**config.mk**
```make
export PLATFORM = sky130hd
export DESIGN_NAME = sclPacer
export DESIGN_NICKNAME = d
export VERILOG_FILES = /design/src/rtl/sclPacerPkg.sv /design/src/rtl/sclPacerDp.sv /design/src/rtl/sclPacerCtl.sv /design/src/rtl/sclPacer.sv
export SDC_FILE = /design/constraint.sdc
export NUM_CORES = 1
export LEC_CHECK = 0
export ABC_CLOCK_PERIOD_IN_PS = 2700
export BUFFER_PORTS_ARGS = -buffer_cell sky130_fd_sc_hd__buf_4
export CAP_MARGIN = 5
export CORE_MARGIN = 2
export CORE_UTILIZATION = 45
export CTS_CLUSTER_DIAMETER = 200
export DETAILED_ROUTE_END_ITERATION = 8
export HOLD_SLACK_MARGIN = 0.1
export SLEW_MARGIN = 20
export SYNTH_ARGS = -nofsm -noshare
export SYNTH_HDL_FRONTEND = slang
export SYNTH_SLANG_ARGS = --single-unit
```
**constraint.sdc**
```tcl
create_clock -name clk -period 2.7 [get_ports clk]
set_clock_uncertainty 0.05 [all_clocks]
set_input_delay 0.54 -clock clk [delete_from_list [all_inputs] [get_ports clk]]
set_output_delay 0.54 -clock clk [all_outputs]
set_load 0.05 [all_outputs]
```
**src/rtl/sclPacerPkg.sv**
```systemverilog
package sclPacerPkg;

  // Phase of the line pacing sequence
  typedef enum logic [1:0] {
    PH_IDLE = 2'd0,
    PH_LOW  = 2'd1,
    PH_HIGH = 2'd2
  } phaseT;

  // Strobes from control to datapath
  typedef struct packed {
    logic clrCnt;    // zero the phase counter
    logic incCnt;    // advance the phase counter
    logic latchLen;  // capture lengths for a new period
  } dpCtrlT;

endpackage

```
**src/rtl/sclPacerDp.sv**
```systemverilog
module sclPacerDp
  import sclPacerPkg::*;
#(
  parameter int CODE_W   = 7,
  parameter int STD_OFS  = 9,
  parameter int FAST_OFS = 7,
  parameter int STD_MIN  = 3,
  parameter int FAST_MIN = 2,
  parameter int CNT_W    = CODE_W + 3
) (
  input  logic              clk,
  input  logic              rstN,
  input  logic              cfgWe,
  input  logic [CODE_W:0]   cfgByte,
  input  dpCtrlT            ctrl,
  output logic [CODE_W:0]   cfgQ,
  output logic [CNT_W-1:0]  countQ,
  output logic              lowDone,
  output logic              highDone
);

  logic              fastSel;
  logic [CNT_W-1:0]  codeExt;
  logic [CNT_W-1:0]  floorVal;
  logic [CNT_W-1:0]  codeEff;
  logic [CNT_W-1:0]  unitLen;
  logic [CNT_W-1:0]  lowNext;
  logic [CNT_W-1:0]  highNext;
  logic [CNT_W-1:0]  lowLen;
  logic [CNT_W-1:0]  highLen;

  // Configuration register: only cfgWe changes it, enable has no say
  always_ff @(posedge clk or negedge rstN) begin
    if (!rstN)      cfgQ <= '0;
    else if (cfgWe) cfgQ <= cfgByte;
  end

  // Clamp the code and compute the phase lengths
  always_comb begin
    fastSel  = cfgQ[CODE_W];
    codeExt  = CNT_W'(cfgQ[CODE_W-1:0]);
    floorVal = fastSel ? CNT_W'(FAST_MIN) : CNT_W'(STD_MIN);
    codeEff  = (codeExt < floorVal) ? floorVal : codeExt;
    unitLen  = codeEff + (fastSel ? CNT_W'(FAST_OFS) : CNT_W'(STD_OFS));
    lowNext  = fastSel ? unitLen : (unitLen << 1);
    highNext = unitLen;
  end

  // Lengths are frozen for the whole period
  always_ff @(posedge clk or negedge rstN) begin
    if (!rstN) begin
      lowLen  <= '0;
      highLen <= '0;
    end else if (ctrl.latchLen) begin
      lowLen  <= lowNext;
      highLen <= highNext;
    end
  end

  // Phase counter
  always_ff @(posedge clk or negedge rstN) begin
    if (!rstN)            countQ <= '0;
    else if (ctrl.clrCnt) countQ <= '0;
    else if (ctrl.incCnt) countQ <= countQ + 1'b1;
  end

  assign lowDone  = (countQ == lowLen  - 1'b1);
  assign highDone = (countQ == highLen - 1'b1);

endmodule

```
**src/rtl/sclPacerCtl.sv**
```systemverilog
module sclPacerCtl
  import sclPacerPkg::*;
(
  input  logic   clk,
  input  logic   rstN,
  input  logic   active,
  input  logic   lowDone,
  input  logic   highDone,
  output dpCtrlT ctrl,
  output logic   sclDriveLow,
  output logic   bitTick
);

  phaseT phase;
  phaseT phaseNext;
  logic  tickNext;

  always_comb begin
    phaseNext = phase;
    ctrl      = '0;
    if (!active) begin
      phaseNext   = PH_IDLE;
      ctrl.clrCnt = 1'b1;
    end else begin
      unique case (phase)
        PH_IDLE: begin
          phaseNext     = PH_LOW;
          ctrl.clrCnt   = 1'b1;
          ctrl.latchLen = 1'b1;
        end
        PH_LOW: begin
          if (lowDone) begin
            phaseNext   = PH_HIGH;
            ctrl.clrCnt = 1'b1;
          end else begin
            ctrl.incCnt = 1'b1;
          end
        end
        PH_HIGH: begin
          if (highDone) begin
            phaseNext     = PH_LOW;
            ctrl.clrCnt   = 1'b1;
            ctrl.latchLen = 1'b1;
          end else begin
            ctrl.incCnt = 1'b1;
          end
        end
        default: begin
          phaseNext   = PH_IDLE;
          ctrl.clrCnt = 1'b1;
        end
      endcase
    end
  end

  assign tickNext = active && (phase == PH_LOW) && lowDone;

  always_ff @(posedge clk or negedge rstN) begin
    if (!rstN) begin
      phase   <= PH_IDLE;
      bitTick <= 1'b0;
    end else begin
      phase   <= phaseNext;
      bitTick <= tickNext;
    end
  end

  assign sclDriveLow = (phase == PH_LOW);

endmodule

```
**src/rtl/sclPacer.sv**
```systemverilog
module sclPacer
  import sclPacerPkg::*;
#(
  parameter int CODE_W   = 7,
  parameter int STD_OFS  = 9,
  parameter int FAST_OFS = 7,
  parameter int STD_MIN  = 3,
  parameter int FAST_MIN = 2
) (
  input  logic            clk,
  input  logic            rstN,
  input  logic            enable,
  input  logic            runReq,
  input  logic            cfgWe,
  input  logic [CODE_W:0] cfgByte,
  output logic            sclDriveLow,
  output logic            bitTick
);

  localparam int CNT_W = CODE_W + 3;

  dpCtrlT            ctrl;
  logic              active;
  logic              lowDone;
  logic              highDone;
  logic [CODE_W:0]   cfgQ;
  logic [CNT_W-1:0]  countQ;

  assign active = enable & runReq;

  sclPacerDp #(
    .CODE_W  (CODE_W),
    .STD_OFS (STD_OFS),
    .FAST_OFS(FAST_OFS),
    .STD_MIN (STD_MIN),
    .FAST_MIN(FAST_MIN),
    .CNT_W   (CNT_W)
  ) u_dp (
    .clk     (clk),
    .rstN    (rstN),
    .cfgWe   (cfgWe),
    .cfgByte (cfgByte),
    .ctrl    (ctrl),
    .cfgQ    (cfgQ),
    .countQ  (countQ),
    .lowDone (lowDone),
    .highDone(highDone)
  );

  sclPacerCtl u_ctl (
    .clk        (clk),
    .rstN       (rstN),
    .active     (active),
    .lowDone    (lowDone),
    .highDone   (highDone),
    .ctrl       (ctrl),
    .sclDriveLow(sclDriveLow),
    .bitTick    (bitTick)
  );

endmodule

```
Word-level counts from Yosys, hierarchy flattened
Cells that the tools add are included.
{"block": "op_classes", "add_sub_neg": 4, "order_cmp": 1, "eq_ne": 6, "muxes": 19, "n_bitwise": 1, "reduce_logical": 5}
{"operator": "10-bit 2-to-1 mux", "count": 4}
{"operator": "10-bit == test", "count": 2}
{"operator": "10-bit by 1-bit subtractor with 10-bit output, second input constant", "count": 2}
{"operator": "10-bit by 1-bit adder with 10-bit output, second input constant", "count": 1}
{"operator": "10-bit adder", "count": 1}
{"operator": "7-bit by 10-bit < comparator with 1-bit output", "count": 1}
{"operator": "2-bit 2-to-1 mux", "count": 4}
{"operator": "1-bit 2-to-1 mux", "count": 6}
{"operator": "3-bit inequality test, second input constant", "count": 2}
{"operator": "1-bit one-hot mux with 2 select lines", "count": 3}
{"operator": "2-bit one-hot mux with 3 select lines", "count": 1}
{"operator": "4-bit 2-to-1 mux", "count": 1}
{"operator": "2-bit by 1-bit == test with 1-bit output, second input constant", "count": 1}
{"operator": "2-bit == test, second input constant", "count": 1}
{"operator": "1-bit logical AND", "count": 2}
{"operator": "2-bit zero test", "count": 1}
{"operator": "2-bit AND reduction", "count": 1}
{"operator": "2-bit nonzero test", "count": 1}
{"operator": "1-bit AND", "count": 1}
{"block": "totals", "register_bits": 41, "input_bits": 13, "output_inout_bits": 2, "word_cells": 42}

Depth between registers and ports, before layout
{"block": "depth", "depth_word": 7, "depth_mapped": 13, "ltp_nobuf": 13}

Hierarchy
A second synthesis with hierarchy kept.
{"block": "unflattened", "hier_cells": 305, "hier_area_um2": 2700.1}
{"mod": "sclPacerDp", "n_inst": 1, "cells_each": 278, "area_per_inst_um2": 2457.4, "seq_area_each_um2": 875.8}
{"mod": "sclPacerCtl", "n_inst": 1, "cells_each": 26, "area_per_inst_um2": 236.5, "seq_area_each_um2": 75.1}
{"mod": "sclPacer", "n_inst": 1, "cells_each": 1, "area_per_inst_um2": 6.3, "seq_area_each_um2": 0.0}

Least setup slack after synthesis
No wires, ideal clock.
{"block": "synth_timing", "kind": "register to register", "from": "register u_dp.lowLen[0]", "to": "register u_dp.countQ[7]", "setup_time_ps": 119, "arrival_ps": 2763, "required_time_ps": 2531, "slack_ps": -232, "stages_incl_launch_ff": 12, "n_path_buf": 1, "period_less_slack_ps": 2932, "path_cell_list": "dfrtp_1 inv_1 ha_1 or3b_2 a21oi_1 nor4_1 or4b_4 a31oi_4 nor2_2 buf_2 o31a_1 o21a_1"}
{"block": "synth_between", "elab_chain_cells": 6, "word_cells_on_any_way": 10, "cone_classes": "add/sub (1); eq/ne (1); mux (7); reduce/logical (1)"}
{"item": "start, declared", "line": "sclPacerDp.sv:29", "source": "logic [CNT_W-1:0] lowLen;"}
{"item": "start signal, assigned", "line": "sclPacerDp.sv:55", "source": "lowLen <= lowNext;"}
{"item": "10-bit by 1-bit subtractor with 10-bit output (*)", "line": "sclPacerDp.sv:67", "source": "assign lowDone = (countQ == lowLen - 1'b1);"}
{"item": "10-bit == test (*)", "line": "sclPacerDp.sv:67"}
{"item": "1-bit 2-to-1 mux", "line": "sclPacerCtl.sv:32", "source": "if (lowDone) begin"}
{"item": "1-bit one-hot mux with 2 select lines", "line": "sclPacerCtl.sv:25", "source": "unique case (phase)"}
{"item": "1-bit 2-to-1 mux / 2-bit 2-to-1 mux (equally long branches)", "line": "sclPacerCtl.sv:21", "source": "if (!active) begin"}
{"item": "10-bit 2-to-1 mux / 2-bit nonzero test (equally long branches)"}
{"item": "end signal, assigned", "line": "sclPacerDp.sv:64", "source": "else if (ctrl.incCnt) countQ <= countQ + 1'b1;"}
{"item": "end, declared", "line": "sclPacerDp.sv:17", "source": "output logic [CNT_W-1:0] countQ,"}
Mark *: on every way between the ends. The rest lies on a longest branch, timed or not.
A chain may end at the register's enable or synchronous reset.

Worst setup path after layout
{"block": "layout_timing", "from": "register u_dp.lowLen[1]", "to": "register u_dp.countQ[3]"}
Same word-level chain as after synthesis.

==> flow_summary.toml <==
[synthesis]
synth_cell_types = 55
syn_inst = 292
syn_area_sq_um = 2670
synth_area_per_cell_sq_um = 9.15
ys.flop_type = "dfrtp_1"
ys_ff_latch = 38
ys_warn_count = 0
ys_seq_area_frac = 0.356
synth_edf_count = 0
synth_async_sr_flop_share = 1.00
synth_fp_nets = 317

[die]
die_x_um = 81.0
start_util = 0.459
die-height_um = 81.0
io_pins = 15
std_cell_rows = 28
die_area_sq_um = 6570
design.core.area_sq_um = 5820

[worst_setup_path]
slowest_stage = "or4b_4"
cp_data_arrival_time_ns = 3.09
slowest_delay_ns = 0.56
timing.rr.start = "u_dp.lowLen[1]$_DFFE_PN0P_"
crit_chain = "inv_2 > ha_4 > or3b_4 > a21oi_2 > nor4_1 > or4b_4 > a31oi_4 > nor2_4 > buf_12 > or4_4 > nand2_2"
path_class = "reg -> reg"
crit_path_end_kind = "flip-flop"
crit_path_max_fanout = 5
required_ns = 2.88
crit_path_start_kind = "flip-flop"
cp_top_family = "simple AND/OR/NAND/NOR gates"
crit_buf_inv = 2
startpoint = "u_dp.lowLen[1]$_DFFE_PN0P_"

[timing]
relSlewSlack = 0.659
slew_violations = 0
fmax_mhz = 344
fin_crit_sh = 1.08
finalCriticalPeriod_ns = 2.91
worstMarginPinSlew_ns = 0.512
hold_viol = 0
rsz0062_at_grt = "true"
setup-violations-final = 12
timing.final.ws_setup_ns = -0.208
hold_ws_ns = 0.155

[drt]
dr.pass1.iters = 4
drt_wl_total_um = 7180
wl_met2_um = 3830
wl_met1_um = 3090
drtIter0Drc = 92
vias_per_cell = 5.61
routed-wl-met3_um = 161
drcViolationCount = 0
num_vias = 2484
topRoutingLayerUsed = "met4"
ant_nets = 0
wl_per_cell_um = 16.2

[run]
cap_violations = 0

[layout]
antenna_cells = 0
final_nets = 392
drive_gt1_frac = 0.435
fin_util = 0.657
fillerInstances = 488
fin_cells = 443
syn_to_final_growth_pct = 43.1

[grt]
grt_use_total = 0.227
grt_pass1_vias = 2418
antenna_found_initial = 0
grt_pass1_wl_um = 11300
globalRouteOverflowTotal = 0
grt_max_degree = 39

[clock_tree]
htreeDepth = 2
clk_latency_ns = 0.29
clock-sinks = 38
clk_path_buf_depth = 2
cts_tree = "done"
clk_pin_slew_ns = 0.08
cts_buffers = 5
root_buffer = "clkbuf_8"

[placed_design]
io_buffers = 14
dpl.cell_count = 417
preCtsSetupSlack_ns = -0.269
dp_hpwl_um = 5030
place_congestion = 0.834

[pwr]
total_power_mw = 2.26
p_per_area_nw_per_um2 = 590
leakagePower_nw = 1.61
vdd.ir_drop.worst_mv = 0.295

[worst_hold_path]
hp-class = "in -> async"

[run_status]
status = "complete, but fails checks"
violations = "setup timing"
==> power by group <==
group / leakage [nW] / switching [mW] / total [mW] / internal, mW
registers: 0.478 / 0.0955 / 0.754 / 0.659
clock network: 0.0482 / 0.207 / 0.413 / 0.206
logic: 1.08 / 0.511 / 1.09 / 0.579
==> what timing repair did <==
item | 4_1_cts | 5_1_grt
setup buffers | 10 | 6
endpoints found under the hold margin | 0 | 0
endpoints found under the setup margin | 26 | 30
gates resized for setup | 29 | 45
gates cloned | 0 | 3
hold buffers | 0 | 0
pin swaps | 19 | 32
==> state kept, by name, summed over array words and instances, names as in the netlist <==
| signal | flops |
|---|---|
| u_dp.countQ | 10 |
| u_dp.lowLen | 9 |
| u_dp.cfgQ | 8 |
| u_dp.highLen | 8 |
| u_ctl.phase | 2 |
| u_ctl.bitTick | 1 |
==> final timing paths <==
| check | end | slack (ns) | cells after the start |
|---|---|---|---|
| max in group asynchronous | u_dp.lowLen[2]$_DFFE_PN0P_ | 2.08 | 1 |
| max reg2reg | u_dp.countQ[3]$_DFFE_PN0P_ | -0.21 | 11 |
| min in group clk | u_dp.cfgQ[7]$_DFFE_PN0P_ | 0.40 | 3 |
| min | u_dp.countQ[9]$_DFFE_PN0P_ | 0.16 | 1 |
| max | u_dp.countQ[3]$_DFFE_PN0P_ | -0.21 | 11 |
| min reg2reg | u_dp.cfgQ[1]$_DFFE_PN0P_ | 0.51 | 1 |
==> worst reg2reg max path: stages (launching register included) <==
cell and delay, ns:
dfrtp_1 0.42, inv_2 0.09, ha_4 0.13, or3b_4 0.39
a21oi_2 0.13, nor4_1 0.05, or4b_4 0.56, a31oi_4 0.22
nor2_4 0.08, buf_12 0.14, or4_4 0.50, nand2_2 0.08
==> layer usage <==
metal,GRT usage,vias up
li1,-,1208
met1,0.266,1227
met2,0.412,41
met3,0.0389,8
met4,0.0831,0
met5,0,-
==> cells in the mapped netlist (3+ instances only) <==
cell	number	area, sq um
a211oi_1	3	22.5
a21oi_1	16	80.1
a31oi_1	4	25.0
and2_1	3	18.8
buf_2	5	25.0
clkbuf_1	8	30.0
dfrtp_1	38	951
ha_1	11	138
inv_1	12	45.0
mux2_2	11	124
mux2i_1	5	50.1
nand2_1	24	90.1
nand2b_1	5	31.3
nand3_1	15	75.1
nand3b_1	4	30.0
nand4_1	4	25.0
nor2_1	22	82.6
nor3_1	5	25.0
nor4_1	4	25.0
o211ai_1	5	37.5
o21ai_0	14	70.1
or3_1	3	18.8
or4_1	9	67.6
xnor2_1	17	149
xor2_1	9	78.8
==> layout make-up <==
cell class | instances | area, sq um | share of cell area
multi-input combinational | 227 | 1900 | 0.496
sequential | 38 | 951 | 0.249
timing repair buffer | 82 | 743 | 0.194
tap | 75 | 93.8 | 0.0245
clock buffer | 7 | 86.3 | 0.0226
inverter | 13 | 48.8 | 0.0128
clock inverter | 1 | 5.00 | 0.00131
==> cell usage in the layout, fill, tap and decap left out, drive strengths merged, types with 3 or more instances in the layout <==
cell type,count
and2,3
a211oi,3
o211ai,5
or3,3
dfrtp,38
clkbuf,10
mux2i,5
xor2,9
nand3,15
nand2b,5
o21ai,14
mux2,11
nand2,24
a21oi,17
ha,11
nor3,5
a31oi,5
xnor2,17
or4,11
nor2,23
buf,79
nand3b,4
nand4,5
inv,12
nor4,4
==> cells by family (layout without fill, tap and decap cells) <==
logic type / count (synthesis) / in the layout / synth area share
buffers and inverters: 27 / 103 / 0.0431
muxes: 16 / 16 / 0.0651
xor gates and xnor gates: 26 / 26 / 0.0852
AOI/OAI and AO/OA: 60 / 60 / 0.153
DFF: 38 / 38 / 0.356
and+or+nand+nor: 113 / 113 / 0.238
adders and majority gates: 12 / 12 / 0.0590
==> through the flow <==
stage                     cell area, sq um  TNS, ns
after floorplan                       2710   -0.318
after global placement                3240    -1.25
after detailed placement              3240    -2.66
after CTS                             3520    -1.35
after global routing                  3820    -3.39
final                                 3820    -1.54
Note: power is estimated with default switching activity, not from simulation.
